==> src/rtl/dma_chan_pkg.sv <==
package dma_chan_pkg;

    typedef enum logic [1:0] {
        MODE_AUTO = 2'b00,
        MODE_EXT  = 2'b01,
        MODE_PERI = 2'b10,
        MODE_RSVD = 2'b11
    } dma_mode_e;

    localparam int REG_EN_BIT   = 0;
    localparam int REG_FLAG_BIT = 1;
    localparam int REG_W        = 2;

    typedef struct packed {
        logic en;
        logic flag;
        logic armed;
    } chan_ctl_t;

endpackage

==> src/rtl/dma_ctl_reg.sv <==
module dma_ctl_reg
    import dma_chan_pkg::*;
(
    input  logic clk,
    input  logic rst_n,
    input  logic man_rst,
    input  logic wr,
    input  logic rd,
    input  logic wr_en_bit,
    input  logic wr_flag_bit,
    input  logic done,
    output logic en_o,
    output logic flag_o
);

    chan_ctl_t st_d, st_q;

    always_comb begin
        st_d = st_q;
        if (wr) begin
            st_d.en    = wr_en_bit;
            st_d.armed = 1'b0;
            if (!wr_flag_bit && st_q.armed) begin
                st_d.flag = 1'b0;
            end
        end else if (rd && st_q.flag) begin
            st_d.armed = 1'b1;
        end
        if (done) begin
            st_d.flag = 1'b1;
        end
        if (man_rst) begin
            st_d = '0;
        end
    end

    always_ff @(posedge clk or negedge rst_n) begin
        if (!rst_n) begin
            st_q <= '0;
        end else begin
            st_q <= st_d;
        end
    end

    assign en_o   = st_q.en;
    assign flag_o = st_q.flag;

endmodule

==> src/rtl/dma_xfer_gate.sv <==
module dma_xfer_gate
    import dma_chan_pkg::*;
#(
    parameter int N_ABORT = 2
) (
    input  logic               en,
    input  logic               flag,
    input  logic               master_en,
    input  logic [N_ABORT-1:0] aborts,
    input  logic [1:0]         mode,
    input  logic               req,
    input  logic               cnt_zero,
    input  logic               man_rst,
    output logic               stb
);

    logic permit;
    logic req_ok;

    always_comb begin
        permit = en && master_en && !flag && !(|aborts) && !cnt_zero && !man_rst;
        req_ok = (dma_mode_e'(mode) == MODE_AUTO) ? 1'b1 : req;
        stb    = permit && req_ok;
    end

endmodule

==> src/rtl/dma_xfer_counter.sv <==
module dma_xfer_counter #(
    parameter int CNT_W = 16
) (
    input  logic             clk,
    input  logic             rst_n,
    input  logic             man_rst,
    input  logic             load,
    input  logic [CNT_W-1:0] load_val,
    input  logic             dec,
    output logic [CNT_W-1:0] count,
    output logic             is_zero,
    output logic             is_last
);

    localparam logic [CNT_W-1:0] ONE = CNT_W'(1);

    logic [CNT_W-1:0] cnt_d, cnt_q;

    always_comb begin
        cnt_d = cnt_q;
        if (man_rst) begin
            cnt_d = '0;
        end else if (load) begin
            cnt_d = load_val;
        end else if (dec) begin
            cnt_d = cnt_q - ONE;
        end
    end

    always_ff @(posedge clk or negedge rst_n) begin
        if (!rst_n) begin
            cnt_q <= '0;
        end else begin
            cnt_q <= cnt_d;
        end
    end

    assign count   = cnt_q;
    assign is_zero = (cnt_q == '0);
    assign is_last = (cnt_q == ONE);

endmodule

==> src/rtl/dma_chan_ctl.sv <==
module dma_chan_ctl
    import dma_chan_pkg::*;
#(
    parameter int CNT_W = 16
) (
    input  logic             clk,
    input  logic             rst_n,
    input  logic             man_rst,
    input  logic             reg_wr,
    input  logic             reg_rd,
    input  logic [1:0]       reg_wdata,
    output logic [1:0]       reg_rdata,
    input  logic             master_en,
    input  logic             abort_nmi,
    input  logic             addr_err,
    input  logic [1:0]       xfer_mode,
    input  logic             xfer_req,
    input  logic             cnt_load,
    input  logic [CNT_W-1:0] cnt_wdata,
    output logic [CNT_W-1:0] xfer_count,
    output logic             xfer_stb
);

    localparam int N_ABORT = 2;

    logic en, flag, cnt_zero, cnt_last, done;

    assign done = xfer_stb && cnt_last && !cnt_load;

    dma_ctl_reg u_reg (
        .clk         (clk),
        .rst_n       (rst_n),
        .man_rst     (man_rst),
        .wr          (reg_wr),
        .rd          (reg_rd),
        .wr_en_bit   (reg_wdata[REG_EN_BIT]),
        .wr_flag_bit (reg_wdata[REG_FLAG_BIT]),
        .done        (done),
        .en_o        (en),
        .flag_o      (flag)
    );

    dma_xfer_gate #(.N_ABORT(N_ABORT)) u_gate (
        .en        (en),
        .flag      (flag),
        .master_en (master_en),
        .aborts    ({addr_err, abort_nmi}),
        .mode      (xfer_mode),
        .req       (xfer_req),
        .cnt_zero  (cnt_zero),
        .man_rst   (man_rst),
        .stb       (xfer_stb)
    );

    dma_xfer_counter #(.CNT_W(CNT_W)) u_cnt (
        .clk      (clk),
        .rst_n    (rst_n),
        .man_rst  (man_rst),
        .load     (cnt_load),
        .load_val (cnt_wdata),
        .dec      (xfer_stb),
        .count    (xfer_count),
        .is_zero  (cnt_zero),
        .is_last  (cnt_last)
    );

    always_comb begin
        reg_rdata = '0;
        reg_rdata[REG_FLAG_BIT] = flag;
        reg_rdata[REG_EN_BIT]   = en;
    end

endmodule

==> config.mk <==
export PLATFORM = sky130hd
export DESIGN_NAME = dma_chan_ctl
export DESIGN_NICKNAME = d
export VERILOG_FILES = /design/src/rtl/dma_chan_pkg.sv /design/src/rtl/dma_ctl_reg.sv /design/src/rtl/dma_xfer_gate.sv /design/src/rtl/dma_xfer_counter.sv /design/src/rtl/dma_chan_ctl.sv
export SDC_FILE = /design/constraint.sdc
export NUM_CORES = 1
export LEC_CHECK = 0
export ABC_CLOCK_PERIOD_IN_PS = 4600
export BUFFER_PORTS_ARGS = -buffer_cell sky130_fd_sc_hd__buf_2
export CAP_MARGIN = 20
export CORE_MARGIN = 2
export CORE_UTILIZATION = 51
export CTS_CLUSTER_DIAMETER = 200
export DETAILED_ROUTE_END_ITERATION = 10
export GPL_TIMING_DRIVEN = 1
export MAX_ROUTING_LAYER = met4
export PLACE_DENSITY = 0.83
export REMOVE_ABC_BUFFERS = 1
export SLEW_MARGIN = 20
export SYNTH_ARGS = -nofsm -noshare
export SYNTH_HDL_FRONTEND = slang
export SYNTH_SLANG_ARGS = --single-unit
==> constraint.sdc <==
create_clock -name clk -period 4.6 [get_ports clk]
set_input_delay 0.69 -clock clk [delete_from_list [all_inputs] [get_ports clk]]
set_output_delay 0.69 -clock clk [all_outputs]
set_load 0.01 [all_outputs]
==> results.cfg, run 1 <==
[floorplanning]
fp.dieH_um = 53.2
fp.dieW_um = 53.2
design.die.area_sq_mm = 0.00283
rows = 17
start_util_pct = 54.7
core-area_sq_mm = 0.00225
ios = 49

[synthesis]
avgSynthCellArea_sq_um = 9.21
syn_inst = 134
ys_warn_count = 0
synth_area_leaders = dfrtp_1 (39%), nor2_1 (6.4%), a211oi_1 (6.1%), xnor2_1 (5.0%), nor3_1 (3.2%)
ys_ff_latch = 19
yosysTopAreaCellShare_pct = 38.5
yosysUniqueCellTypes = 35
syn_area_sq_mm = 0.00123
seq_area_frac_synth_pct = 38.5
synth_top_cell_by_area = dfrtp_1

[routing]
drc_errors = 0
firstDrtPassIters = 4
viasPerCell = 5.62
wl_per_cell_um = 13.9
route.vias.total = 1157
finalWirelength_mm = 2.86
drt-initial-drc-count = 23
ant_nets = 0

[grt]
antenna_found_initial = 0
grt_first_pass_wirelength_mm = 4.79
grt.busiest_layer = met2
overflow = 0
grt_usage_pct = 23.7
grt_use_met2_pct = 39.4
grt.met3_usage_pct = 1.69
grt_pass1_vias = 1110
grt_use_met1_pct = 30.0
grt_max_degree = 31

[timing]
slew_headroom_pct = 45.5
slew_viol_final = 0
setup_viol = 0
fmax_ghz = 0.361
fin_crit_ns = 2.77
skew_ns = 0.00327
final.setup.tns_ns = 0
grt_setup_unrepaired = false
fin_crit_sh_pct = 60.1
worst_slew_pin_slew_ns = 0.816
fin_hold_ws_ns = 0.309
hold_viol_final = 0

[worst_setup_path]
reg2reg_depth = 7
required_ns = 3.91
crit_path_cell_trace = inv_1 > ha_1 > nor3b_1 > and4_1 > nor2_1 > buf_2
slowest_delay_ns = 0.46
path_depth = 6
crit_fanout = 9
worstSetupPathType = flop to output port
crit_arrival_ns = 2.08
crit_slowest_cell = dfrtp_1
cp_num_buf_inv = 2
endpoint_kind = output port
crit_family = simple AND/OR/NAND/NOR gates
crit_path_start_kind = flop

[power]
power.net_switching_w = 0.000109
p_comb_share_pct = 22.9
power.leakage_nw = 0.686
cell_internal_pwr_w = 0.000249
p_total_w = 0.000358
power.share.sequential_pct = 53.6
peakVddDrop_mv = 0.180
clockPowerShare_pct = 23.5
p_sw_share_pct = 30.5
powerDensity_mw_per_mm2 = 239

[place]
gp_congestion = 0.897
hpwl_mm = 2.18
io_buffers = 48

[final_layout]
final_common_cell = buf_2
antenna_cells = 0
final_cell_mix = buf_2 (48), nor2_1 (21), dfrtp_1 (19)
drive_gt1_share_pct = 33.1
syn_to_final_growth_pct = 21.3
nNetsFinal = 212

[hold_path]
hold_class = input pin to asynchronous set/reset pin

[cts]
clk_pin_slew_worst_paths_ns = 0.10
clk_latency_ns = 0.30
cts.path.max_buffers = 2
cts_hold_buf = 0
clock-sinks = 19
cts_setup_buffers = 0
cts_tree = yes
root_buffer = clkbuf_4
cts_buffers = 3
htreeDepth = 1
cts_resized = 0

[run]
maxCapViolCount = 0

[outcome]
outcome = completed
final timing paths:
check                               startpoint               to  slack, ns
worst min-delay path                     rst_n  u_cnt.count[13]       0.31
min in group clk                 u_reg.st_q[0]    u_reg.st_q[0]       0.58
worst max register to register  u_cnt.count[1]   u_cnt.count[1]       2.40
worst min register to register   u_reg.st_q[0]    u_reg.st_q[0]       0.58
worst max-delay path            u_cnt.count[0]         xfer_stb       1.83
max in group asynchronous                rst_n       u_reg.en_o       4.00
power groups by stage:
stage	Combinational (W)	Clock [W]	Sequential (W)
finish	0.0000819	0.0000842	0.000192
global route	0.0000919	0.0000931	0.000194
CTS	0.0000823	0.0000870	0.000192
detailed placement	0.0000815	0	0.000195
global placement	0.0000799	0	0.000194
floorplan	0.0000407	0	0.000197
cell type report:
type | count | area [sq um]
multi-input combinational | 102 | 701
inverter | 5 | 18.8
tap | 28 | 35.0
sequential | 19 | 475
fill | 201 | 758
timing repair buffer | 48 | 240
clock buffer | 4 | 26.3
worst reg2reg max path: stages, from the launching register on:
cell and delay, ns:
dfrtp_1 0.44, inv_1 0.12, ha_1 0.18, nor3b_1 0.27, and4_1 0.42, nor2_1 0.18, and3_1 0.22, a2111oi_2 0.27
through the flow:
stage	area [sq um]	util (%)	std cells	setup slack (ns)
2_1_floorplan	1190	-	126	2.40
3_3_place_gp	1470	65.2	202	1.99
3_5_place_dp	1470	65.2	202	1.93
4_1_cts	1500	66.4	206	1.84
5_1_grt	1500	66.4	206	1.66
6_report	1500	66.4	206	1.83
synth_stat cells:
cell / n
nor2_1: 21
dfrtp_1: 19
a211oi_1: 10
nor3_1: 8
xnor2_1: 7
clkbuf_1: 5
inv_1: 5
nor4_1: 5
a21oi_1: 4
nand2_1: 4
nand4_1: 4
xor2_1: 4
and4_1: 3
ha_1: 3
nand3_1: 3
o21bai_1: 3
a311oi_1: 2
and3_1: 2
buf_4: 2
mux2i_1: 2
nor3b_1: 2
o21ai_0: 2
or4_4: 2
a2111oi_1: 1
a2111oi_2: 1
a211oi_2: 1
and4b_1: 1
and4bb_2: 1
buf_2: 1
nor4_2: 1
nor4b_1: 1
nor4b_2: 1
or3_1: 1
or3_2: 1
or4b_1: 1
state kept, by name, summed over array words and instances (netlist names):
name,count
u_cnt.count,16
u_reg.en_o,1
u_reg.flag_o,1
u_reg.st_q,1
cell families (layout without fill, tap and decap cells):
family	Yosys count	in the layout	synth area share [%]
AOI/OAI and AO/OA	24	24	14.8
xor gates and xnor gates	11	11	7.81
adders and majority gates	3	3	3.04
buffers and inverters	13	57	4.66
DFF	19	19	38.5
muxes	2	2	1.62
and+or+nand+nor	62	62	29.5
metal layers:
| metal | wire length [um] | up-vias |
|---|---|---|
| met5 | 0 | - |
| met4 | 47 | 0 |
| met3 | 145 | 4 |
| met2 | 1310 | 38 |
| met1 | 1350 | 527 |
| li1 | - | 588 |
No activity file was read; power rests on OpenSTA's default activity.
==> run 2: changes to the inputs <==
--- a/config.mk
+++ b/config.mk
@@ -5,16 +5,16 @@
 export SDC_FILE = /design/constraint.sdc
 export NUM_CORES = 1
 export LEC_CHECK = 0
-export ABC_CLOCK_PERIOD_IN_PS = 4600
+export ABC_CLOCK_PERIOD_IN_PS = 2300
 export BUFFER_PORTS_ARGS = -buffer_cell sky130_fd_sc_hd__buf_2
 export CAP_MARGIN = 20
 export CORE_MARGIN = 2
-export CORE_UTILIZATION = 51
+export CORE_UTILIZATION = 43
 export CTS_CLUSTER_DIAMETER = 200
 export DETAILED_ROUTE_END_ITERATION = 10
 export GPL_TIMING_DRIVEN = 1
 export MAX_ROUTING_LAYER = met4
-export PLACE_DENSITY = 0.83
+export PLACE_DENSITY = 0.75
 export REMOVE_ABC_BUFFERS = 1
 export SLEW_MARGIN = 20
 export SYNTH_ARGS = -nofsm -noshare
==> constraint.sdc (replaced) <==
create_clock -name clk -period 2.3 [get_ports clk]
set_input_delay 0.345 -clock clk [delete_from_list [all_inputs] [get_ports clk]]
set_output_delay 0.345 -clock clk [all_outputs]
set_load 0.01 [all_outputs]
==> results.cfg, run 2 (same netlist as run 1, synthesis figures left out) <==
[outcome]
outcome = completed

[hold_path]
min_delay_path_depth = 2
hold_class = input pin to flop
hp-start = reg_wr
min_to = u_reg.st_q[0]

[place]
hpwl_mm = 2.24
gp_congestion = 0.907
io_buffers = 48

[final_layout]
multi_input_area_sq_um = 716
utilization_pct = 56.9
nNetsFinal = 217
drive_gt1_share_pct = 36.1
final_cell_mix = buf_2 (48), nor2_1 (20), dfrtp_1 (19)
syn_to_final_growth_pct = 26.1
fillerInstances = 238
antenna_cells = 0
seq_area_sq_um = 475
largest_register_ffs = 16
final_common_cell = buf_2

[power]
peakVddDrop_mv = 0.278
powerDensity_mw_per_mm2 = 470
power.leakage_nw = 0.713

[routing]
wl_per_cell_um = 14.4
drc_errors = 0
drt-initial-drc-count = 19
route.vias.total = 1226
firstDrtPassIters = 4
viasPerCell = 5.73
ant_nets = 0
finalWirelength_mm = 3.09

[timing]
fmax_ghz = 0.463
slew_viol_final = 0
final.setup.tns_ns = 0
setup_viol = 0
grt_setup_unrepaired = false
fin_crit_sh_pct = 93.9
skew_ns = 0.00262
fin_crit_ns = 2.16
slew_headroom_pct = 46.1
hold_viol_final = 0
worst_slew_pin_slew_ns = 0.807

[worst_setup_path]
r2r-start = u_cnt.count[0]
worstSetupPathType = flop to output port
reg2reg_depth = 7
r2r_end = u_cnt.count[11]
endpoint_kind = output port
crit_path_cell_trace = nor4_1 > and4_4 > nor2_4 > buf_2
crit_fanout = 9
required_ns = 1.96
crit_path_start_kind = flop
slowest_delay_ns = 0.45
r2r_setup_slack_ns = 0.19
crit_slowest_cell = nor4_1
crit_arrival_ns = 1.82

[floorplanning]
rows = 19
start_util_pct = 45.1
ios = 49
fp.dieH_um = 57.6
design.die.area_sq_mm = 0.00331
core-area_sq_mm = 0.00273
fp.dieW_um = 57.6

[cts]
cts.path.max_buffers = 2
cts_tree = yes
htreeDepth = 1
clock-sinks = 19
cts_buffers = 3
root_buffer = clkbuf_4
clk_pin_slew_worst_paths_ns = 0.11
clk_latency_ns = 0.30

[grt]
grt_first_pass_wirelength_mm = 4.98
grt_usage_pct = 19.9
overflow = 0
grt_max_degree = 31
grt_pass1_vias = 1146
antenna_found_initial = 0

[run]
maxCapViolCount = 0
-- run 2: cell count changes in the layout (fill, tap and decap cells not counted), sizes merged --
| cell | before | now |
|---|---|---|
| buf | 48 | 52 |
| dlygate4sd3 | 0 | 1 |
-- run 2: routing by layer --
| metal | track usage [%] | up-vias | wire length, um |
|---|---|---|---|
| met5 | - | - | 0 |
| met4 | 6.64 | 0 | 38 |
| met3 | 2.49 | 5 | 185 |
| met2 | 33.4 | 42 | 1500 |
| met1 | 24.5 | 585 | 1360 |
| li1 | - | 594 | - |
-- run 2: worst max path at each step --
stage	cells past startpoint	slack, ns	end	from
floorplan	7	0.21	u_cnt.count[11]	u_cnt.count[0]
global placement	7	0.22	u_cnt.count[11]	u_cnt.count[0]
detailed placement	7	0.14	u_cnt.count[1]	u_cnt.count[0]
CTS	6	0.04	xfer_stb	u_cnt.count[0]
global route	6	0.01	xfer_stb	u_cnt.count[1]
finish	4	0.14	xfer_stb	u_cnt.count[12]
-- run 2: cell type report --
cell class / count / share of cell area (%)
well taps: 31 / 2.49
multi-input cells: 102 / 46.0
repair buffers: 53 / 18.0
clock buffers: 4 / 1.69
flip-flops and latches: 19 / 30.6
inverters: 5 / 1.21
-- run 2: power breakdown --
part,switching (W),internal [W]
combinational,0.0000902,0.0000835
clock,0.000106,0.0000677
sequential,0.0000308,0.000353
-- run 2: stage by stage --
stage	hold WS, ns	worst slack [ns]	instances	total power [W]	instance area (sq um)
2_1_floorplan	0.0494	0.212	126	0.000475	1190
3_3_place_gp	0.304	0.225	209	0.000555	1500
3_5_place_dp	0.316	0.140	209	0.000560	1500
4_1_cts	0.215	0.0426	214	0.000738	1550
5_1_grt	0.231	0.0115	214	0.000778	1560
6_report	0.233	0.139	214	0.000732	1560
-- run 2: what timing repair did --
action | in CTS | in global routing
hold buffers | 1 | 0
setup buffers | 0 | 0
endpoints found under the setup margin | 1 | 1
endpoints found under the hold margin | 19 | 0
resized for setup | 3 | 2
-- run 2: worst max-delay path: cells and delay by family, from the launching register on --
family        cells  cell delay [ns]
buf+inv           1             0.15
flops             1             0.44
simple gates      3             0.91
==> run 3: changes to the inputs <==
--- a/config.mk
+++ b/config.mk
@@ -5,16 +5,16 @@
 export SDC_FILE = /design/constraint.sdc
 export NUM_CORES = 1
 export LEC_CHECK = 0
+export ABC_AREA = 1
 export ABC_CLOCK_PERIOD_IN_PS = 2300
 export BUFFER_PORTS_ARGS = -buffer_cell sky130_fd_sc_hd__buf_2
 export CAP_MARGIN = 20
 export CORE_MARGIN = 2
-export CORE_UTILIZATION = 43
+export CORE_UTILIZATION = 30
 export CTS_CLUSTER_DIAMETER = 200
 export DETAILED_ROUTE_END_ITERATION = 10
 export GPL_TIMING_DRIVEN = 1
 export MAX_ROUTING_LAYER = met4
-export PLACE_DENSITY = 0.75
 export REMOVE_ABC_BUFFERS = 1
 export SLEW_MARGIN = 20
 export SYNTH_ARGS = -nofsm -noshare
==> results.cfg, run 3 <==
[outcome]
outcome = completed

[worst_setup_path]
crit_family = flip-flops
r2r-start = u_cnt.count[0]
r2r_end = u_cnt.count[9]
reg2reg_depth = 9
crit_fanout = 10
crit_path_start = u_cnt.count[0]
crit_slowest_cell = dfrtp_1
r2r_setup_slack_ns = 0.60
endpoint_kind = output port
path_depth = 8
cp-endpoint = xfer_stb
slowest_delay_ns = 0.44
crit_path_cell_trace = inv_1 > ha_1 > nand2_1 > nor2_1 > nand2_1 > nand3_2 > inv_1 > buf_2
worstSetupPathType = flop to output port
required_ns = 1.96
crit_path_start_kind = flop
crit_arrival_ns = 1.61
cp_num_buf_inv = 3

[synthesis]
syn_area_sq_mm = 0.00144
ys_ff_latch = 19
synth_area_leaders = dfrtp_1 (33%), nand2_1 (21%), nand3_1 (11%), nor2_1 (7.1%), o21ai_0 (5.9%)
async_flop_share_pct = 100
synth_ff_type = dfrtp_1
yosysUniqueCellTypes = 25
yosysTopAreaCellShare_pct = 33.1
synth_top_cell_by_area = dfrtp_1
ys_warn_count = 0
synth_edf_count = 0
synth.most_common_cell = nand2_1
synth_commonest_cells = nand2_1 (81), nand3_1 (33), nor2_1 (27)
syn_inst = 227
avgSynthCellArea_sq_um = 6.33
seq_area_frac_synth_pct = 33.1

[hold_path]
hold_class = input pin to asynchronous set/reset pin

[timing]
grt_setup_unrepaired = false
setup_viol = 0
slew_viol_final = 0
hold_viol_final = 0
worst_slew_pin_slew_ns = 0.447
slew_headroom_pct = 70.1
final.setup.tns_ns = 0
fin_crit_sh_pct = 84.9
fin_crit_ns = 1.95
fmax_ghz = 0.512
skew_ns = 0.00551

[final_layout]
antenna_cells = 0
fin_cells = 329
drive_gt1_share_pct = 25.1
syn_to_final_growth_pct = 23.0
final_common_cell = nand2_1
largest_register_ffs = 16
final_cell_mix = nand2_1 (81), buf_2 (48), nand3_1 (33)
fillerInstances = 529
nNetsFinal = 309

[place]
io_buffers = 48
place_inst = 325
hpwl_mm = 3.00
gp_congestion = 0.844

[routing]
finalWirelength_mm = 3.89
wl_per_cell_um = 11.8
viasPerCell = 4.72
route.vias.total = 1554
drt-initial-drc-count = 110
drc_errors = 0
firstDrtPassIters = 4
ant_nets = 0

[power]
power.leakage_nw = 1.02
powerDensity_mw_per_mm2 = 535
peakVddDrop_mv = 0.253

[cts]
cts_buffers = 3
clk_pin_slew_worst_paths_ns = 0.08
cts_resized = 0
clock-sinks = 19
clk_latency_ns = 0.26
cts_setup_buffers = 0
cts.path.max_buffers = 2
root_buffer = clkbuf_8
cts_hold_buf = 0
htreeDepth = 1
cts_tree = yes

[grt]
grt_first_pass_wirelength_mm = 6.52
grt_pass1_vias = 1457
antenna_found_initial = 0
grt_usage_pct = 15.9
grt_max_degree = 20
overflow = 0

[floorplanning]
fp.dieH_um = 73.2
start_util_pct = 30.8
design.die.area_sq_mm = 0.00536
rows = 25
ios = 49
fp.dieW_um = 73.2
core-area_sq_mm = 0.00466

[run]
maxCapViolCount = 0
[run 3: how the worst min path moves through the flow]
stage	from	cells past startpoint	endpoint	slack, ns
finish	rst_n	1	u_cnt.count[5]	0.01
global route	rst_n	1	u_cnt.count[5]	0.04
global placement	rst_n	1	u_cnt.count[10]	0.32
CTS	rst_n	1	u_reg.en_o	0.03
detailed placement	rst_n	1	u_cnt.count[10]	0.32
floorplan	rst_n	0	u_cnt.count[0]	0.05
[run 3: power breakdown]
group,switching [W],internal (W)
Sequential,0.0000366,0.000358
Clock,0.000121,0.000121
Combinational,0.000190,0.000119
Total,0.000347,0.000598
[run 3: final cells by class]
type	count	area, sq um	area share, %
repair buffers	52	270	15.3
clock inverters	1	5.00	0.283
flip-flops and latches	19	475	26.9
well taps	54	67.6	3.82
multi-input cells	180	832	47.1
clock buffers	3	41.3	2.34
inverters	20	75.1	4.25
[run 3: layer usage]
layer,global-route usage [%],wire [um],part of all wire [%]
met2,26.3,1870,48
met5,-,0,0
met4,3.29,18,0.46
met1,19.6,1800,46
met3,3.73,206,5.3
[run 3: kinds of logic (layout without fill, tap and decap cells)]
family / count (synthesis) / in the layout / share of synthesized area [%]
buf+inv: 28 / 76 / 8.97
flops: 19 / 19 / 33.1
fa+ha+maj: 3 / 3 / 2.61
simple gates: 154 / 154 / 46.1
compound gates: 23 / 23 / 9.23
[run 3: metrics by stage]
step	setup slack, ns	total power [W]	utilization, %	hold slack [ns]	cell area [sq um]
6_report	0.347	0.000945	37.9	0.0144	1770
4_1_cts	0.337	0.000964	37.9	0.0260	1770
2_1_floorplan	0.653	0.000596	-	0.0494	1380
3_3_place_gp	0.645	0.000710	36.9	0.317	1720
3_5_place_dp	0.644	0.000712	36.9	0.318	1720
5_1_grt	0.204	0.00102	37.9	0.0389	1770
